===== config.mk =====
export PLATFORM = sky130hd
export DESIGN_NAME = mdio_master
export DESIGN_NICKNAME = d
export VERILOG_FILES = /design/src/rtl/mdio_pkg.sv /design/src/rtl/mdio_tick_gen.sv /design/src/rtl/mdio_bit_seq.sv /design/src/rtl/mdio_line_drv.sv /design/src/rtl/mdio_rx_shift.sv /design/src/rtl/mdio_master.sv
export SDC_FILE = /design/constraint.sdc
export NUM_CORES = 1
export LEC_CHECK = 0
export ABC_CLOCK_PERIOD_IN_PS = 2800
export BUFFER_PORTS_ARGS = -buffer_cell sky130_fd_sc_hd__buf_2
export CAP_MARGIN = 20
export CORE_MARGIN = 3
export CORE_UTILIZATION = 35
export CTS_BUF_LIST = sky130_fd_sc_hd__clkbuf_8
export CTS_CLUSTER_SIZE = 40
export DETAILED_ROUTE_END_ITERATION = 10
export SLEW_MARGIN = 15
export SYNTH_ARGS = -nofsm -noshare
export SYNTH_HDL_FRONTEND = slang
export SYNTH_SLANG_ARGS = --single-unit

===== constraint.sdc =====
create_clock -name clk -period 2.8 [get_ports clk]
set_input_delay 0.56 -clock clk [delete_from_list [all_inputs] [get_ports clk]]
set_output_delay 0.56 -clock clk [all_outputs]
set_load 0.03 [all_outputs]

===== src/rtl/mdio_pkg.sv =====
// Shared constants and types for the management frame master.
// Assumes clause-22 field widths.
package mdio_pkg;
    localparam int PHY_W  = 5;
    localparam int REG_W  = 5;
    localparam int DATA_W = 16;
    // start(2) + opcode(2) + PHY address + register address
    localparam int HDR_W  = 4 + PHY_W + REG_W;
    // turnaround(2) + data
    localparam int TAIL_W = 2 + DATA_W;

    typedef enum logic {
        HALF_LOW  = 1'b0,
        HALF_HIGH = 1'b1
    } half_e;
endpackage


===== src/rtl/mdio_tick_gen.sv =====
// Half-period timer. While run is high, it counts system clocks and
// flags the last cycle of each MDC half-period.
// Assumes HALF_DIV >= 1. The counter is cleared while run is low.
module mdio_tick_gen #(
    parameter int HALF_DIV = 20
) (
    input  logic clk,
    input  logic rst_n,
    input  logic run,
    output logic tick
);
    localparam int CNT_W = (HALF_DIV > 1) ? $clog2(HALF_DIV) : 1;
    localparam logic [CNT_W-1:0] CNT_MAX = CNT_W'(HALF_DIV - 1);

    logic [CNT_W-1:0] cnt;

    // Count clocks within the current half-period.
    always_ff @(posedge clk) begin
        if (!rst_n || !run) begin
            cnt <= '0;
        end else if (cnt == CNT_MAX) begin
            cnt <= '0;
        end else begin
            cnt <= cnt + CNT_W'(1);
        end
    end

    assign tick = run && (cnt == CNT_MAX);
endmodule


===== src/rtl/mdio_bit_seq.sv =====
// Frame sequencer. It steps through the slots of a frame; each slot is
// a low half then a high half. It raises busy and pulses done after
// the last slot.
// Assumes tick marks the last clock of a half-period.
module mdio_bit_seq
    import mdio_pkg::*;
#(
    parameter int TOTAL_SLOTS = 73,
    parameter int SLOT_W      = $clog2(TOTAL_SLOTS)
) (
    input  logic              clk,
    input  logic              rst_n,
    input  logic              accept,
    input  logic              tick,
    output logic              busy,
    output logic              done,
    output half_e             half,
    output logic [SLOT_W-1:0] slot
);
    localparam logic [SLOT_W-1:0] LAST_SLOT = SLOT_W'(TOTAL_SLOTS - 1);

    // Advance the half and slot position, and end the frame after the last slot.
    always_ff @(posedge clk) begin
        if (!rst_n) begin
            busy <= 1'b0;
            done <= 1'b0;
            half <= HALF_LOW;
            slot <= '0;
        end else begin
            done <= 1'b0;
            if (accept) begin
                busy <= 1'b1;
                half <= HALF_LOW;
                slot <= '0;
            end else if (busy && tick) begin
                if (half == HALF_LOW) begin
                    half <= HALF_HIGH;
                end else if (slot == LAST_SLOT) begin
                    busy <= 1'b0;
                    done <= 1'b1;
                    half <= HALF_LOW;
                    slot <= '0;
                end else begin
                    half <= HALF_LOW;
                    slot <= slot + SLOT_W'(1);
                end
            end
        end
    end
endmodule


===== src/rtl/mdio_line_drv.sv =====
// Data line driver. It captures the request on acceptance. It then
// produces the level and output enable for each slot: preamble, start,
// opcode, addresses, and for writes the turnaround and data.
// Assumes slot is stable for a whole slot and changes only while MDC is low.
module mdio_line_drv
    import mdio_pkg::*;
#(
    parameter int PRE_LEN = 40,
    parameter int SLOT_W  = 7
) (
    input  logic              clk,
    input  logic              rst_n,
    input  logic              accept,
    input  logic              rd_i,
    input  logic [PHY_W-1:0]  phy_i,
    input  logic [REG_W-1:0]  reg_i,
    input  logic [DATA_W-1:0] wd_i,
    input  logic              busy,
    input  logic [SLOT_W-1:0] slot,
    output logic              rd_q,
    output logic              mdio_o,
    output logic              oe_o
);
    localparam int HDR_END  = PRE_LEN + HDR_W;
    localparam int DATA_END = HDR_END + TAIL_W;

    logic [PHY_W-1:0]  phy_q;
    logic [REG_W-1:0]  reg_q;
    logic [DATA_W-1:0] wd_q;
    logic [HDR_W-1:0]  hdr;
    logic [TAIL_W-1:0] tail;
    logic [HDR_W-1:0]  hdr_sh;
    logic [TAIL_W-1:0] tail_sh;
    logic              bit_v;
    int                s;

    // Hold the request fields for the duration of the frame.
    always_ff @(posedge clk) begin
        if (!rst_n) begin
            rd_q  <= 1'b0;
            phy_q <= '0;
            reg_q <= '0;
            wd_q  <= '0;
        end else if (accept) begin
            rd_q  <= rd_i;
            phy_q <= phy_i;
            reg_q <= reg_i;
            wd_q  <= wd_i;
        end
    end

    assign hdr  = {2'b01, (rd_q ? 2'b10 : 2'b01), phy_q, reg_q};
    assign tail = {2'b10, wd_q};

    // Select the bit and the enable for the current slot.
    always_comb begin
        s       = int'(slot);
        hdr_sh  = hdr << (s - PRE_LEN);
        tail_sh = tail << (s - HDR_END);
        bit_v   = 1'b0;
        oe_o    = 1'b0;
        if (busy) begin
            if (s < PRE_LEN) begin
                bit_v = 1'b1;
                oe_o  = 1'b1;
            end else if (s < HDR_END) begin
                bit_v = hdr_sh[HDR_W-1];
                oe_o  = 1'b1;
            end else if (s < DATA_END && !rd_q) begin
                bit_v = tail_sh[TAIL_W-1];
                oe_o  = 1'b1;
            end
        end
        mdio_o = oe_o && bit_v;
    end
endmodule


===== src/rtl/mdio_rx_shift.sv =====
// Read data collector. On each enabled clock it shifts the sensed line
// level in at the least significant end. It holds its value otherwise.
// Assumes the enable marks one clock per data bit, most significant bit first.
module mdio_rx_shift
    import mdio_pkg::*;
(
    input  logic              clk,
    input  logic              rst_n,
    input  logic              shift_en,
    input  logic              din,
    output logic [DATA_W-1:0] data
);
    // Shift in one bit per enabled clock.
    always_ff @(posedge clk) begin
        if (!rst_n) begin
            data <= '0;
        end else if (shift_en) begin
            data <= {data[DATA_W-2:0], din};
        end
    end
endmodule


===== src/rtl/mdio_master.sv =====
// Management frame master top. It accepts a request when idle, times
// the MDC half-periods, and plays out one frame of 40 + 33 slots.
// Assumes: synchronous active-low reset. The default HALF_DIV = 20
// keeps MDC at or below 2.5 MHz for a system clock up to 100 MHz.
module mdio_master
    import mdio_pkg::*;
#(
    parameter int HALF_DIV = 20,
    parameter int PRE_LEN  = 40
) (
    input  logic              clk,
    input  logic              rst_n,
    input  logic              start_i,
    input  logic              rd_i,
    input  logic [PHY_W-1:0]  phy_addr_i,
    input  logic [REG_W-1:0]  reg_addr_i,
    input  logic [DATA_W-1:0] wr_data_i,
    input  logic              mdio_i,
    output logic              mdc_o,
    output logic              mdio_o,
    output logic              mdio_oe_o,
    output logic              busy_o,
    output logic              done_o,
    output logic [DATA_W-1:0] rd_data_o
);
    localparam int TOTAL_SLOTS = PRE_LEN + HDR_W + TAIL_W + 1;
    localparam int SLOT_W      = $clog2(TOTAL_SLOTS);
    localparam logic [SLOT_W-1:0] RX_FIRST = SLOT_W'(PRE_LEN + HDR_W + 2);
    localparam logic [SLOT_W-1:0] RX_END   = SLOT_W'(PRE_LEN + HDR_W + TAIL_W);

    logic              accept;
    logic              tick;
    logic              busy;
    logic              done;
    half_e             half;
    logic [SLOT_W-1:0] slot;
    logic              rd_q;
    logic              sample;

    assign accept = start_i && !busy;

    mdio_tick_gen #(.HALF_DIV(HALF_DIV)) u_tick (
        .clk   (clk),
        .rst_n (rst_n),
        .run   (busy),
        .tick  (tick)
    );

    mdio_bit_seq #(.TOTAL_SLOTS(TOTAL_SLOTS), .SLOT_W(SLOT_W)) u_seq (
        .clk    (clk),
        .rst_n  (rst_n),
        .accept (accept),
        .tick   (tick),
        .busy   (busy),
        .done   (done),
        .half   (half),
        .slot   (slot)
    );

    mdio_line_drv #(.PRE_LEN(PRE_LEN), .SLOT_W(SLOT_W)) u_drv (
        .clk    (clk),
        .rst_n  (rst_n),
        .accept (accept),
        .rd_i   (rd_i),
        .phy_i  (phy_addr_i),
        .reg_i  (reg_addr_i),
        .wd_i   (wr_data_i),
        .busy   (busy),
        .slot   (slot),
        .rd_q   (rd_q),
        .mdio_o (mdio_o),
        .oe_o   (mdio_oe_o)
    );

    // Sample on the last clock of the low half of each read data slot.
    assign sample = busy && rd_q && tick && (half == HALF_LOW)
                    && (slot >= RX_FIRST) && (slot < RX_END);

    mdio_rx_shift u_rx (
        .clk      (clk),
        .rst_n    (rst_n),
        .shift_en (sample),
        .din      (mdio_i),
        .data     (rd_data_o)
    );

    assign mdc_o  = busy && (half == HALF_HIGH);
    assign busy_o = busy;
    assign done_o = done;
endmodule


==> results.py <==
metrics = {
    "run_status": {
        "status": "finished, final reports clean",
    },
    "synth": {
        "synth-warning-count": 0,
        "synth_most_common_cell": "dfxtp_1",
        "ys_types": 46,
        "yosysSeqAreaShare_pct": 45.51,
        "syn-cell-area_um2": 2551,
        "synth_async_sr_flop_share_pct": 0,
        "post_synth.cell_area_avg_um2": 10.25,
        "synth_edf_count": 0,
        "synth_fp_nets": 288,
        "ys_seq_elements": 58,
        "synth_ff_type": "dfxtp_1",
        "synth_top_cell_area_share_pct": 45.51,
        "synth_area_leaders": "dfxtp_1 (46%), a22o_1 (8.6%), mux2i_1 (6.7%)",
        "postSynthCellCount": 249,
        "ys_top_cells_by_count": "dfxtp_1 (58), nor2_1 (33), a22o_1 (25), mux2i_1 (17)",
        "synth_top_cell_by_area": "dfxtp_1",
    },
    "sta": {
        "worst_pin_slew_ns": 0.4730,
        "setup_viol": 0,
        "hold_viol": 0,
        "drv_slew": 0,
        "clock.fmax_mhz": 373.2,
        "period_needed_ns": 2.680,
        "finalCritPeriodShare_pct": 95.70,
        "finClkSkew_ns": 0.008276,
        "slew_headroom_pct": 68.27,
    },
    "floorplan": {
        "rows": 30,
        "die_height_um": 91.38,
        "dieArea_um2": 8349,
        "io_pins": 52,
        "dieWidth_um": 91.38,
        "core_um2": 6944,
        "initial_core_util_pct": 36.74,
    },
    "drt": {
        "wire_per_inst_um": 13.74,
        "antenna_left": 0,
        "wirelength_um": 5592,
        "drc": 0,
        "firstDrtPassIters": 4,
        "first_iter_violations": 89,
        "vias_per_cell": 4.862,
        "vias": 1979,
    },
    "placement": {
        "routabilityCongestion": 0.7999,
        "port-buffer-count": 51,
        "hpwl_um": 3918,
        "place_area_um2": 2913,
    },
    "cts": {
        "cts-hold-fix-buffers": 0,
        "cts.sinks": 58,
        "cts_buffer_depth": 2,
        "path_clk_slew_ns": 0.07,
        "cts_made_buffers": 9,
        "clock_latency_ns": 0.33,
        "clock-root-buffer": "clkbuf_8",
        "htreeDepth": 3,
        "cts_tree": "built",
    },
    "hold_path": {
        "hold_path.class": "primary input to register",
        "hold_depth": 2,
        "worst_hold_startpoint": "wr_data_i[14]",
        "whs_endpoint": "u_drv.wd_q[14]$_SDFFE_PN0P_",
    },
    "critical_path": {
        "slowest_delay_ns": 0.34,
        "cp-end-kind": "primary output",
        "cp_slowest_cell": "a21oi_1",
        "crit_required_ns": 2.24,
        "worst_r2r_path_depth": 9,
        "r2r-end": "u_rx.data[15]$_SDFFE_PN0P_",
        "cp_max_fo": 9,
        "worst_setup_path_start_kind": "register",
        "rrSetupSlack_ns": 0.65,
        "arrival_ns": 2.12,
        "crit_top_cell": "buf_4",
        "r2r_start": "u_seq.slot[1]$_SDFFE_PP0P_",
        "crit_chain": "buf_4 -> ha_1 -> a21oi_1 -> a211oi_2 -> a211o_1 -> nand4_1 -> a21boi_1 -> buf_4",
        "crit_type": "register to primary output",
    },
    "finish": {
        "n_antenna_cell": 0,
        "drive_gt1_share_pct": 30.87,
        "area.growth.synth_to_final_pct": 24.82,
        "utilization_pct": 45.86,
        "finalInstanceArea_um2": 3184,
        "final_nets": 345,
    },
    "power_and_ir_drop": {
        "leakagePower_nw": 1.318,
        "max-vdd-ir-drop_mv": 0.2467,
        "p_per_area_nw_per_um2": 567.0,
    },
    "global_routing": {
        "grt_usage_pct": 13.65,
        "overflow": 0,
        "first_global_vias": 1801,
        "grt_start_max_net_pins": 29,
        "grt_pass1_wl_um": 9073,
        "grt_antenna_before_repair": 0,
    },
    "job": {
        "maxCapViolCount": 0,
    },
}
-- stage by stage --
| step | power [W] | hold WS [ns] | TNS, ns | instances | setup slack, ns |
|---|---|---|---|---|---|
| finish | 0.001805 | 0.4339 | 0 | 407 | 0.1204 |
| global route | 0.001882 | 0.4285 | -0.006330 | 407 | -0.006330 |
| CTS | 0.001828 | 0.4198 | 0 | 405 | 0.0005014 |
| detailed placement | 0.001015 | 0.4404 | 0 | 389 | 0.1961 |
| global placement | 0.001012 | 0.4349 | 0 | 389 | 0.2632 |
| floorplan | 0.0009626 | 0.4176 | 0 | 249 | 0.08833 |
-- state kept, by name (all words and copies together), names as in the netlist --
signal	count
u_seq.slot	7
u_seq.half	1
u_drv.phy_q	5
u_tick.cnt	5
u_drv.rd_q	1
u_drv.wd_q	16
u_seq.done	1
u_seq.busy	1
u_rx.data	16
u_drv.reg_q	5
-- power breakdown --
part	internal [W]	switching (W)
combinational	0.0000568	0.0000623
sequential	0.000855	0.0000203
clock	0.000482	0.000329
-- cells in the final DEF (no fill, tap or decap), types with 2 or more instances in the layout --
master    instances
a21oi_1           6
a22o_1           25
a22oi_1           2
and2_1            4
and2b_1           3
buf_2            50
buf_4            11
clkbuf_8         12
clkinv_2          2
dfxtp_1          57
ha_1              7
inv_1             8
mux2_2            3
mux2i_1          17
mux4_2            4
nand2_1           7
nand2b_1          3
nand3_1           5
nand3b_1          2
nand4_1           4
nor2_1           32
nor2b_1           4
o21a_1            2
o21ai_0           4
xnor2_1           7
xor2_1            4
-- layout make-up --
class,instances,area [um^2]
Sequential cell,58,1165
Timing Repair Buffer,61,332.8
Clock inverter,4,48.80
Clock buffer,12,165.2
Fill cell,669,3760
Inverter,9,33.78
Multi-Input combinational cell,167,1319
Tap cell,96,120.1
-- repair_timing --
item                                    4_1_cts  5_1_grt
endpoints found under the setup margin        1        1
buffers inserted                              0        2
resized for setup                             3        8
pin swaps                                     0        1
-- worst max-delay path by stage --
| stage | startpoint | endpoint | slack [ns] |
|---|---|---|---|
| finish | u_seq.slot[3]$_SDFFE_PP0P_ | mdio_o | 0.12 |
| global route | u_seq.slot[3]$_SDFFE_PP0P_ | mdio_o | -0.006 |
| CTS | u_seq.slot[4]$_SDFFE_PP0P_ | mdio_o | 0.0005 |
| detailed placement | u_seq.slot[1]$_SDFFE_PP0P_ | mdio_o | 0.20 |
| global placement | u_seq.slot[1]$_SDFFE_PP0P_ | mdio_o | 0.26 |
| floorplan | u_seq.slot[4]$_SDFFE_PP0P_ | mdio_o | 0.09 |
-- logic make-up (layout without fill, tap and decap cells) --
group,count (synthesis),count (layout),share of synthesized area (%)
AND/OR/NAND/NOR,71,71,13.98
multiplexers,24,24,11.53
XOR/XNOR,12,12,4.120
buffers and inverters,24,86,4.315
AO/OA/AOI/OAI,52,52,16.63
flip-flops,58,58,45.51
adder cells (fa/ha/maj),8,8,3.924
-- worst max-delay path: cells and delay by family, from the launching register on --
kind / cells / cell delay (ns)
fa+ha+maj: 1 / 0.25
simple gates: 1 / 0.09
buf+inv: 2 / 0.33
flops: 1 / 0.31
compound gates: 4 / 0.80
-- routing by layer --
| layer | part of all wire (%) | vias to the layer above | track usage [%] |
|---|---|---|---|
| met5 | 0 | - | 0 |
| met4 | 2.1 | 0 | 6.784 |
| met3 | 3.4 | 10 | 2.983 |
| met2 | 45 | 37 | 20.36 |
| met1 | 49 | 925 | 18.52 |
| li1 | - | 1007 | - |
Power figures use the tool's default switching activity.
